<file path="config.mk">
export PLATFORM = sky130hd
export DESIGN_NAME = hmb_mailbox
export DESIGN_NICKNAME = d
export VERILOG_FILES = /design/src/rtl/hmb_pkg.sv /design/src/rtl/hmb_inbox.sv /design/src/rtl/hmb_outbox.sv /design/src/rtl/hmb_framer.sv /design/src/rtl/hmb_mailbox.sv
export SDC_FILE = /design/constraint.sdc
export NUM_CORES = 1
export LEC_CHECK = 0
export BUFFER_PORTS_ARGS = -buffer_cell sky130_fd_sc_hd__buf_4
export CAP_MARGIN = 10
export CORE_MARGIN = 10
export CORE_UTILIZATION = 47
export DETAILED_ROUTE_END_ITERATION = 16
export HOLD_SLACK_MARGIN = 0.02
export PLACE_DENSITY = 0.78
export RECOVER_POWER = 100
export SYNTH_ARGS = -nofsm -noshare
export SYNTH_HDL_FRONTEND = slang
export SYNTH_SLANG_ARGS = --single-unit
</file>
<file path="constraint.sdc">
create_clock -name clk -period 2 [get_ports clk]
set_input_delay 0.4 -clock clk [delete_from_list [all_inputs] [get_ports clk]]
set_output_delay 0.4 -clock clk [all_outputs]
set_load 0.02 [all_outputs]
</file>
<file path="src/rtl/hmb_pkg.sv">
package hmb_pkg;

  typedef enum logic [1:0] {
    SEL_MSG  = 2'b00,
    SEL_STAT = 2'b01
  } hmb_sel_e;

  localparam int unsigned BUSY_POS = 0;
  localparam int unsigned RDY_POS  = 1;

  // True when cnt is the last position of a frame of length len
  function automatic logic frame_last(input int unsigned cnt, input int unsigned len);
    return cnt == len - 1;
  endfunction

  // Status byte: busy and ready in their bit positions, rest zero
  function automatic logic [7:0] status_byte(input logic busy, input logic rdy);
    logic [7:0] s;
    s = '0;
    s[BUSY_POS] = busy;
    s[RDY_POS]  = rdy;
    return s;
  endfunction

endpackage

</file>
<file path="src/rtl/hmb_inbox.sv">
module hmb_inbox #(
  parameter int unsigned DW = 8
) (
  input  logic          clk,
  input  logic          rst_n,
  input  logic          wr_evt,
  input  logic [DW-1:0] wdata,
  input  logic          in_ready,
  output logic          in_valid,
  output logic [DW-1:0] in_data,
  output logic          busy,
  output logic          wr_take,
  output logic          ovr
);

  assign wr_take  = wr_evt & ~busy;
  assign in_valid = busy;

  always_ff @(posedge clk or negedge rst_n) begin
    if (!rst_n) begin
      busy    <= 1'b0;
      in_data <= '0;
      ovr     <= 1'b0;
    end else begin
      if (wr_take) begin
        in_data <= wdata;
        busy    <= 1'b1;
      end else if (busy && in_ready) begin
        busy <= 1'b0;
      end
      if (wr_evt && busy) ovr <= 1'b1;
    end
  end

endmodule

</file>
<file path="src/rtl/hmb_outbox.sv">
module hmb_outbox #(
  parameter int unsigned DW = 8
) (
  input  logic          clk,
  input  logic          rst_n,
  input  logic          load_en,
  input  logic          core_valid,
  input  logic [DW-1:0] core_data,
  input  logic          rd_evt,
  output logic          core_ready,
  output logic          full,
  output logic [DW-1:0] data,
  output logic          load_take,
  output logic          rd_take
);

  assign core_ready = ~full & load_en;
  assign load_take  = core_valid & core_ready;
  assign rd_take    = rd_evt & full;

  always_ff @(posedge clk or negedge rst_n) begin
    if (!rst_n) begin
      full <= 1'b0;
      data <= '0;
    end else if (load_take) begin
      full <= 1'b1;
      data <= core_data;
    end else if (rd_take) begin
      full <= 1'b0;
    end
  end

endmodule

</file>
<file path="src/rtl/hmb_framer.sv">
module hmb_framer
  import hmb_pkg::*;
#(
  parameter int unsigned BOOT_IN_LEN = 3,
  parameter int unsigned RUN_MSG_LEN = 6
) (
  input  logic clk,
  input  logic rst_n,
  input  logic boot,
  input  logic wr_take,
  input  logic load_take,
  input  logic rd_take,
  output logic load_en,
  output logic boot_open,
  output logic irq_n
);

  localparam int unsigned WC_W = $clog2(BOOT_IN_LEN + 1);
  localparam int unsigned RC_W = (RUN_MSG_LEN > 1) ? $clog2(RUN_MSG_LEN) : 1;

  logic            mode_q;
  logic [WC_W-1:0] wcnt;
  logic [RC_W-1:0] rcnt;
  logic            msg_act;
  logic            mode_chg;

  assign mode_chg  = boot != mode_q;
  assign boot_open = wcnt == WC_W'(BOOT_IN_LEN);
  assign load_en   = boot ? boot_open : 1'b1;
  assign irq_n     = ~(msg_act & ~boot);

  always_ff @(posedge clk or negedge rst_n) begin
    if (!rst_n) begin
      mode_q  <= 1'b1;
      wcnt    <= '0;
      rcnt    <= '0;
      msg_act <= 1'b0;
    end else begin
      mode_q <= boot;
      if (mode_chg) begin
        wcnt    <= '0;
        rcnt    <= '0;
        msg_act <= 1'b0;
      end else if (boot) begin
        if (rd_take)                    wcnt <= '0;
        else if (wr_take && !boot_open) wcnt <= wcnt + 1'b1;
      end else begin
        if (load_take) msg_act <= 1'b1;
        if (rd_take) begin
          if (frame_last(int'(rcnt), RUN_MSG_LEN)) begin
            rcnt    <= '0;
            msg_act <= 1'b0;
          end else begin
            rcnt <= rcnt + 1'b1;
          end
        end
      end
    end
  end

endmodule

</file>
<file path="src/rtl/hmb_mailbox.sv">
module hmb_mailbox
  import hmb_pkg::*;
#(
  parameter int unsigned BOOT_IN_LEN = 3,
  parameter int unsigned RUN_MSG_LEN = 6
) (
  input  logic       clk,
  input  logic       rst_n,
  input  logic       hst_cs_n,
  input  logic       hst_rd_n,
  input  logic       hst_wr_n,
  input  logic [1:0] hst_addr,
  input  logic [7:0] hst_wdata,
  output logic [7:0] hst_rdata,
  output logic       hst_irq_n,
  input  logic       boot_mode,
  output logic [7:0] core_in_data,
  output logic       core_in_valid,
  input  logic       core_in_ready,
  input  logic [7:0] core_out_data,
  input  logic       core_out_valid,
  output logic       core_out_ready,
  output logic       ovr_sticky
);

  logic       wr_evt, rd_evt;
  logic       in_busy, wr_take;
  logic       out_full, load_take, rd_take, load_en, boot_open;
  logic [7:0] out_data;

  assign wr_evt = ~hst_cs_n & ~hst_wr_n & (hst_addr == SEL_MSG);
  assign rd_evt = ~hst_cs_n & ~hst_rd_n & (hst_addr == SEL_MSG);

  hmb_inbox #(.DW(8)) u_inbox (
    .clk      (clk),
    .rst_n    (rst_n),
    .wr_evt   (wr_evt),
    .wdata    (hst_wdata),
    .in_ready (core_in_ready),
    .in_valid (core_in_valid),
    .in_data  (core_in_data),
    .busy     (in_busy),
    .wr_take  (wr_take),
    .ovr      (ovr_sticky)
  );

  hmb_outbox #(.DW(8)) u_outbox (
    .clk        (clk),
    .rst_n      (rst_n),
    .load_en    (load_en),
    .core_valid (core_out_valid),
    .core_data  (core_out_data),
    .rd_evt     (rd_evt),
    .core_ready (core_out_ready),
    .full       (out_full),
    .data       (out_data),
    .load_take  (load_take),
    .rd_take    (rd_take)
  );

  hmb_framer #(.BOOT_IN_LEN(BOOT_IN_LEN), .RUN_MSG_LEN(RUN_MSG_LEN)) u_framer (
    .clk       (clk),
    .rst_n     (rst_n),
    .boot      (boot_mode),
    .wr_take   (wr_take),
    .load_take (load_take),
    .rd_take   (rd_take),
    .load_en   (load_en),
    .boot_open (boot_open),
    .irq_n     (hst_irq_n)
  );

  always_comb begin
    case (hst_addr)
      SEL_MSG:  hst_rdata = out_data;
      SEL_STAT: hst_rdata = status_byte(in_busy, out_full);
      default:  hst_rdata = 8'h00;
    endcase
  end

endmodule

</file>
Word level (Yosys, flattened, before mapping)
Index checks and enable logic that the tools add are counted.

storage, ports and cells
  word-level logic and storage cells = 63
  output and inout port bits = 20
  bits of input ports = 26
  register bits after elaboration = 26

cells by class
  mux-type cells = 19
  equality and inequality tests = 5
  bitwise operators = 16
  $add $sub $neg = 2
  reduce and logical (&&, ||, !) cells = 12

operators with widths
  cell                                                  number
  case mux 8 bit (2 select lines)                       1
  2-to-1 mux 3 bit                                      4
  2-to-1 mux 1 bit                                      10
  AND 1 bit                                             9
  2-to-1 mux 2 bit                                      4
  nonzero test 2 bit                                    4
  NOT 1 bit                                             7
  AND reduction 2 bit                                   2
  adder 3 x 1 -> 3 bit (second input constant)          1
  equality test 3 bit (second input constant)           1
  logical AND 1 bit                                     3
  nonzero test 3 bit                                    1
  adder 2 x 1 -> 2 bit (second input constant)          1
  equality test 2 x 1 -> 1 bit (second input constant)  1
  equality test 2 bit (second input constant)           1
  zero test 2 bit                                       1
  != test 2 x 1 -> 1 bit (second input constant)        1
  zero test 1 bit                                       1
  != test 1 bit                                         1

Depth between registers and ports, before layout
Gate-level depths: netlist of the first run.

  depth in word-level cells = 9
  depth in mapped cells = 5
  depth with buffers taken out = 5

Cells and area by module
A second synthesis of the first run with hierarchy kept.

unflattened totals
  cell total of the unflattened synthesis = 103
  area total of the unflattened synthesis = 1,317.5 µm²

modules (own cells, without submodules)
  module       instances  area an instance (µm²)  cells an instance  seq. area each (µm²)
  hmb_inbox    1          415.4                   24                 250.2
  hmb_framer   1          407.9                   42                 176.4
  hmb_outbox   1          405.4                   24                 225.2
  hmb_mailbox  1          88.8                    13                 0.0

Least setup slack after synthesis of the first run
Ideal clock, no wire load.

  path kind = register to register
  start point = register u_framer.mode_q
  end point = register u_framer.rcnt[1]
  arrival = 1,524 ps
  data required time = 1,924 ps
  stages on the path, launching flop included = 6
  setup time = 76 ps
  path buffers = 0
  path slack = 399 ps
  period minus slack after synthesis = 1,601 ps
  cells stage by stage = dfstp_2 inv_1 ha_1 a21oi_2 or4_4 o21ai_1

on the way
  word-level cells in the longest chain between the ends = 3
  elaborated cells between the ends (all ways) = 5
  classes of those cells = 2 x eq/ne; 1 x mux; 2 x reduce/logical

ends and longest elaborated chain
  item                                                                           line              RTL
  from (decl)                                                                    hmb_framer.sv:21  logic mode_q;
  from (signal assigned)                                                         hmb_framer.sv:39  mode_q <= boot;
  != test 1 bit *                                                                hmb_framer.sv:27  assign mode_chg = boot != mode_q;
  != test 2 x 1 -> 1 bit (no source line) or nonzero test 2 bit (tied branches)  --
  AND reduction 2 bit (no source line)                                           --
  to (signal assigned)                                                           hmb_framer.sv:54  rcnt <= rcnt + 1'b1;
  to (decl)                                                                      hmb_framer.sv:23  logic [RC_W-1:0] rcnt;

Mark *: on every way between the ends. The rest lies on a longest branch, timed or not.
A chain may end at the register's enable or synchronous reset.

Final worst setup path of the first run
  start point = register u_framer.wcnt[0]
  end point = register u_outbox.data[5]

on the way
  word-level cells in the longest chain between the ends = 4

ends and longest elaborated chain
  item                    line              RTL
  from (decl)             hmb_framer.sv:22  logic [WC_W-1:0] wcnt;
  from (signal assigned)  hmb_framer.sv:46  else if (wr_take && !boot_open) wcnt <= wcnt + 1'b1;
  equality test 2 bit     hmb_framer.sv:28  assign boot_open = wcnt == WC_W'(BOOT_IN_LEN);
  2-to-1 mux 1 bit        hmb_framer.sv:29  assign load_en = boot ? boot_open : 1'b1;
  AND 1 bit               hmb_outbox.sv:17  assign core_ready = ~full & load_en;
  AND 1 bit               hmb_outbox.sv:18  assign load_take = core_valid & core_ready;
  to (signal assigned)    hmb_outbox.sv:27  data <= core_data;
  to (decl)               hmb_outbox.sv:12  output logic [DW-1:0] data,

Every way passes these cells.

==> results of run 1 <==
-- power by group through the flow --
stage          logic (mW)  clock network (mW)  registers, mW
4_1_cts             0.552               0.270          0.789
5_1_grt             0.532               0.291          0.812
2_1_floorplan       0.273                   0          0.826
3_5_place_dp        0.551                   0          0.798
3_3_place_gp        0.535                   0          0.790
6_report            0.482               0.262          0.787
-- per-stage QoR --
stage / util / power, mW
2_1_floorplan: - / 1.10
3_3_place_gp: 0.641 / 1.33
3_5_place_dp: 0.641 / 1.35
4_1_cts: 0.660 / 1.61
5_1_grt: 0.631 / 1.64
6_report: 0.631 / 1.53
-- cell usage after synthesis, drive strengths merged --
| cell type | n |
|---|---|
| and2 | 6 |
| a211oi | 1 |
| nand2 | 2 |
| a22o | 1 |
| nor4 | 2 |
| mux2i | 2 |
| dfstp | 1 |
| nor2 | 6 |
| dfrtp | 25 |
| a21oi | 4 |
| nand2b | 1 |
| or4 | 1 |
| a31o | 1 |
| nor3b | 1 |
| a21o | 4 |
| nor2b | 1 |
| mux2 | 18 |
| ha | 3 |
| inv | 8 |
| o21ai | 2 |
| o31ai | 2 |
| buf | 1 |
-- worst paths after layout --
kind	from	endpoint
worst max-delay path	u_framer.wcnt[0]	u_outbox.data[5]
worst min-delay path	boot_mode	u_framer.mode_q
worst max register to register	u_framer.wcnt[0]	u_outbox.data[5]
worst min register to register	u_inbox.ovr	u_inbox.ovr
max in group asynchronous	rst_n	u_framer.wcnt[1]
min in group asynchronous	rst_n	u_framer.rcnt[1]
-- layout make-up --
| class | instances | area [µm²] | share of cell area |
|---|---|---|---|
| Sequential cell | 26 | 652 | 0.425 |
| Multi-Input combinational cell | 58 | 488 | 0.318 |
| Timing Repair Buffer | 48 | 292 | 0.190 |
| Tap cell | 30 | 37.5 | 0.0244 |
| Clock buffer | 4 | 36.3 | 0.0236 |
| Inverter | 8 | 30.0 | 0.0196 |
-- flip-flops by register name (all words and copies together), names as in the netlist --
name              flops
u_inbox.in_data       8
u_outbox.data         8
u_framer.rcnt         3
u_framer.wcnt         2
u_framer.mode_q       1
u_framer.msg_act      1
u_inbox.busy          1
u_inbox.ovr           1
u_outbox.full         1
-- layer usage --
layer  vias up  part of all wire  global-route usage
li1        425                 -                   -
met1       412              0.44               0.122
met2        30              0.49               0.186
met3         2             0.068              0.0466
met4         0            0.0030              0.0329
met5         -                 0                   0
-- cell usage in the layout, fill, tap and decap left out, types with 2 or more instances in the layout --
master,synthesis,layout
o31ai_1,2,2
and2_0,0,6
clkbuf_4,0,3
buf_4,0,28
clkbuf_1,0,19
a21oi_1,3,3
dfrtp_1,25,25
mux2_2,18,18
ha_1,3,3
mux2i_1,2,2
nand2_1,2,2
a21o_1,3,3
inv_1,8,8
nor2_1,6,6
-- cells by family after synthesis --
group	Yosys count	synth area share
adder cells (fa/ha/maj)	3	0.0320
multiplexers	20	0.190
AO/OA/AOI/OAI	15	0.0937
flip-flops	26	0.555
buffers and inverters	9	0.0298
AND/OR/NAND/NOR	20	0.100
-- what timing repair did --
item	4_1_cts	5_1_grt
endpoints found under the setup margin	0	0
hold endpoints to repair	25	0
hold buffers	1	0
==> flow_summary.yaml, run 1 <==
run_status:
  status: "complete, no violations"
final_layout:
  drive_gt1_frac: 0.389
  finalInstanceArea_um2: 1540
  area_growth_pct: 30.7
  fin_cells: 174
  antenna_cells: 0
  fill_cells: 217
  final_nets: 174
clock_tree:
  numClockSinks: 26
  insertion_delay_ns: 0.31
  clockBufferDepth: 2
  ctsResizeCount: 0
  cts_root_buffer: "clkbuf_4"
  clkTransAtPathRegs_ns: 0.14
  numCtsBuffers: 3
  htreeDepth: 1
  cts_tree: "built"
  post-cts-setup-buffers: 0
timing:
  rsz0062_at_grt: "false"
  fin_ws_ns: 0.198
  period_share: 0.901
  layout_min_cycle_time_ns: 1.80
  tightestPinTransition_ns: 1.35
  hold_ws_ns: 0.235
  hold_violations: 0
  finalSetupViolCount: 0
  timing.slew.headroom: 0.0968
  tns_ns: 0
  finClkSkew_ns: 0.00403
  slew_viol_final: 0
  max_freq_mhz: 555
global_route:
  antenna_found_initial: 0
  overflow: 0
  grt_first_pass_wirelength_mm: 4.55
  grt_start_max_net_pins: 27
  grt_usage: 0.110
  grt_pass1_vias: 1005
floorplan:
  die_y_um: 70.0
  ios: 46
  coreArea_um2: 2430
  start_util: 0.483
  die_w_um: 70.0
  placementRows: 18
  die_area_um2: 4900
power:
  vdd_ir_drop_max_mv: 0.744
  power_density_nw_per_um2: 998
  power_frac_seq: 0.514
  power.switching_uw: 500
  p_leak_nw: 0.726
  combPwrFrac: 0.315
  p_sw_frac: 0.327
  pwr-share-clk: 0.171
  p_int_mw: 1.03
worst_setup_path:
  worst_path_dominant_cell_family: "buffers and inverters"
  path_buf_inv: 2
  r2r_setup_slack_ns: 0.20
  start_kind: "register"
  cp.depth: 5
  cp_cell_sequence: "ha_1 -> inv_1 -> a211oi_2 -> clkbuf_1 -> mux2_2"
  worst-path-max-fanout: 10
  cp-end-kind: "register"
  crit_slowest_cell: "clkbuf_1"
  crit_arrival_ns: 2.02
  cpPeakStageDelay_ns: 0.43
  reg2reg_depth: 5
  cp.required_ns: 2.22
  crit_type: "register to register"
logic_synthesis:
  seq_area_frac_synth: 0.555
  yosysTopAreaCell: "dfrtp_1"
  yosysUniqueCellTypes: 25
  syn_area_um2: 1170
  syn_inst: 93
  syn_area_per_cell_um2: 12.6
  synth.net_count: 122
  synth_top_cells_by_area: "dfrtp_1 53%, mux2_2 17%, and2_1 3.2%"
  synth_top_area_frac: 0.532
  synth-seq-cells: 26
  yosys_warnings: 0
detailed_routing:
  vias: 869
  vias_per_cell: 4.99
  wl_per_cell_um: 15.3
  drt_iter0_drc: 31
  routed_wl_mm: 2.66
  drc: 0
  ant_nets: 0
  firstDrtPassIters: 4
worst_hold_path:
  hp-class: "primary input to register"
  holdPathStages: 1
place:
  gp_congestion: 0.788
  post-dp-hpwl_mm: 2.19
  post-place-ws_ns: 0.208
  portBuffers: 45
  dp_cells: 169
  place_area_um2: 1560
flow_run:
  drv_cap: 0
Power figures use the tool's default switching activity.
==> inputs of run 2 (changes only) <==
ABC_AREA = 1   (was default)
CORE_UTILIZATION = 48   (was 47)
==> run 2 against run 1 <==
Compared with the run above:
- flip-flop and latch count unchanged
- die area is 1.6% higher
- critical endpoint is now core_out_ready
- non-clock buffer count down 2
==> flow_summary.yaml, run 2 <==
run_status:
  status: "complete, no violations"
clock_tree:
  numCtsBuffers: 3
  ctsResizeCount: 0
  cts_root_buffer: "clkbuf_4"
  clockBufferDepth: 2
  post-cts-setup-buffers: 0
  htreeDepth: 1
  insertion_delay_ns: 0.33
  numClockSinks: 26
  cts_hold_buf: 1
  cts_tree: "built"
  clkTransAtPathRegs_ns: 0.15
worst_setup_path:
  r2r_setup_slack_ns: 0.35
  cpPeakStageDelay_ns: 0.42
  worst-path-max-fanout: 4
  start_kind: "register"
  crit_type: "register to output pin"
  crit_arrival_ns: 1.38
  path_buf_inv: 2
  worst_path_dominant_cell_family: "flip-flops"
  cp.required_ns: 1.60
  crit_slowest_cell: "dfrtp_1"
  cp-end-kind: "output pin"
  cp_cell_sequence: "ha_1 -> inv_1 -> a21oi_4 -> clkbuf_2"
final_layout:
  top_regs: "u_inbox.in_data x8, u_outbox.data x8, u_framer.rcnt x3"
  final_nets: 210
  area_growth_pct: 26.9
  antenna_cells: 0
  layout_common_cells: "25 x dfrtp_1, 24 x nand2_1, 24 x buf_4"
  final_common_cell: "dfrtp_1"
  drive_gt1_frac: 0.239
  fill_cells: 220
logic_synthesis:
  synth_edf_count: 0
  synth_common_cells: "25 x dfrtp_1, 23 x inv_1, 21 x nand2_1"
  synth_top_family_by_area: "simple AND/OR/NAND/NOR gates"
  synth-seq-cells: 26
  yosysTopAreaCell: "dfrtp_1"
  seq_area_frac_synth: 0.531
  synthFlopType: "dfrtp_1"
  synth.net_count: 160
  yosys.area_share.xor_xnor: 0
  synthAdderAreaFrac: 0.0306
  syn_area_um2: 1230
  yosysUniqueCellTypes: 22
  yosys_warnings: 0
  synth_compound_area_frac: 0.0877
  syn_inst: 131
  synth-simple-area-share: 0.198
  async_flop_share: 1.00
  synth_top_cells_by_area: "dfrtp_1 51%, mux2_2 7.3%, inv_1 7.0%"
  yosysMostFrequentCell: "dfrtp_1"
  syn_area_per_cell_um2: 9.37
  synthMuxAreaShare: 0.0734
  synth_top_area_frac: 0.510
detailed_routing:
  vias_per_cell: 4.83
  drc: 0
  vias: 1015
  drt_iter0_drc: 83
  routed_wl_mm: 3.16
  wl_per_cell_um: 15.0
  ant_nets: 0
  firstDrtPassIters: 4
timing:
  finClkSkew_ns: 0.00576
  layout_min_cycle_time_ns: 1.78
  slew_viol_final: 0
  hold_violations: 0
  rsz0062_at_grt: "false"
  fin_ws_ns: 0.217
  max_freq_mhz: 561
  finalSetupViolCount: 0
  tns_ns: 0
  tightestPinTransition_ns: 0.648
  timing.slew.headroom: 0.568
  period_share: 0.892
floorplan:
  die_area_um2: 4980
  start_util: 0.500
  placementRows: 18
  die_y_um: 70.6
  ios: 46
  coreArea_um2: 2450
  die_w_um: 70.6
power:
  power.switching_uw: 577
  power_density_nw_per_um2: 1060
  p_leak_nw: 0.822
  p_int_mw: 1.07
  combPwrFrac: 0.310
  p_sw_frac: 0.350
  pwr-share-clk: 0.226
  vdd_ir_drop_max_mv: 0.702
  power_frac_seq: 0.465
global_route:
  grt_first_pass_wirelength_mm: 4.97
  grt_start_max_net_pins: 27
  antenna_found_initial: 0
  grt_pass1_vias: 1043
  overflow: 0
  grt_usage: 0.120
place:
  post-place-ws_ns: 0.431
  gp_congestion: 0.785
  post-dp-hpwl_mm: 2.47
  portBuffers: 45
flow_run:
  drv_cap: 0
worst_hold_path:
  hp-class: "primary input to register"
run 2: cell count changes after synthesis, moves of 2 or more:
cell     before  now
a21o_1        3    0
a21oi_1       3    6
and2_1        6    0
inv_1         8   23
mux2_2       18    8
mux2i_1       2    0
nand2_1       2   21
nand2_2       0    3
nand3_1       0    3
nand4_1       0    2
nor2_1        6   18
o21ai_0       0    7
o31ai_1       2    0
run 2: worst paths after layout:
| path | from | end | cells past startpoint |
|---|---|---|---|
| worst min-delay path | core_in_ready | u_inbox.busy | 2 |
| worst max-delay path | u_framer.wcnt[0] | core_out_ready | 4 |
| worst min register to register | u_outbox.data[1] | u_outbox.data[1] | 2 |
| max in group asynchronous | rst_n | u_outbox.data[2] | 2 |
| worst max register to register | u_framer.mode_q | u_framer.msg_act | 7 |
| min in group asynchronous | rst_n | u_outbox.full | 2 |
run 2: metal layers:
metal / part of all wire / GRT usage / vias to the layer above / wire, µm
met1: 0.40 / 0.129 / 472 / 1260
li1: - / - / 508 / -
met5: 0 / 0 / - / 0
met3: 0.046 / 0.0251 / 8 / 145
met4: 0.012 / 0.0387 / 0 / 37
met2: 0.54 / 0.227 / 27 / 1710
run 2: final cells by class:
cell class / count / area, µm² / share of cell area
well taps: 30 / 37.5 / 0.0241
repair buffers: 46 / 272 / 0.174
inverters: 23 / 86.3 / 0.0554
flip-flops and latches: 26 / 652 / 0.418
multi-input cells: 81 / 458 / 0.294
clock buffers: 3 / 22.5 / 0.0145
clock inverters: 1 / 30.0 / 0.0193
run 2: logic make-up (layout without fill, tap and decap cells):
family / Yosys count / in the layout
simple gates: 52 / 52
buf+inv: 24 / 73
flops: 26 / 26
fa+ha+maj: 3 / 3
compound gates: 18 / 18
mux: 8 / 8
run 2: per-stage QoR:
stage / cell area (µm²) / std cells / hold slack [ns] / utilization / power, mW
3_5_place_dp: 1590 / 205 / 0.328 / 0.648 / 1.36
5_1_grt: 1560 / 210 / 0.242 / 0.635 / 1.74
2_1_floorplan: 1230 / 131 / 0.104 / - / 1.11
3_3_place_gp: 1590 / 205 / 0.321 / 0.648 / 1.33
6_report: 1560 / 210 / 0.236 / 0.635 / 1.65
4_1_cts: 1650 / 210 / 0.197 / 0.674 / 1.73
run 2: power by group through the flow:
stage / registers (mW) / clock network [mW] / logic (mW)
6_report: 0.765 / 0.372 / 0.510
2_1_floorplan: 0.819 / 0 / 0.291
3_5_place_dp: 0.778 / 0 / 0.587
3_3_place_gp: 0.769 / 0 / 0.565
5_1_grt: 0.781 / 0.387 / 0.570
4_1_cts: 0.765 / 0.370 / 0.590
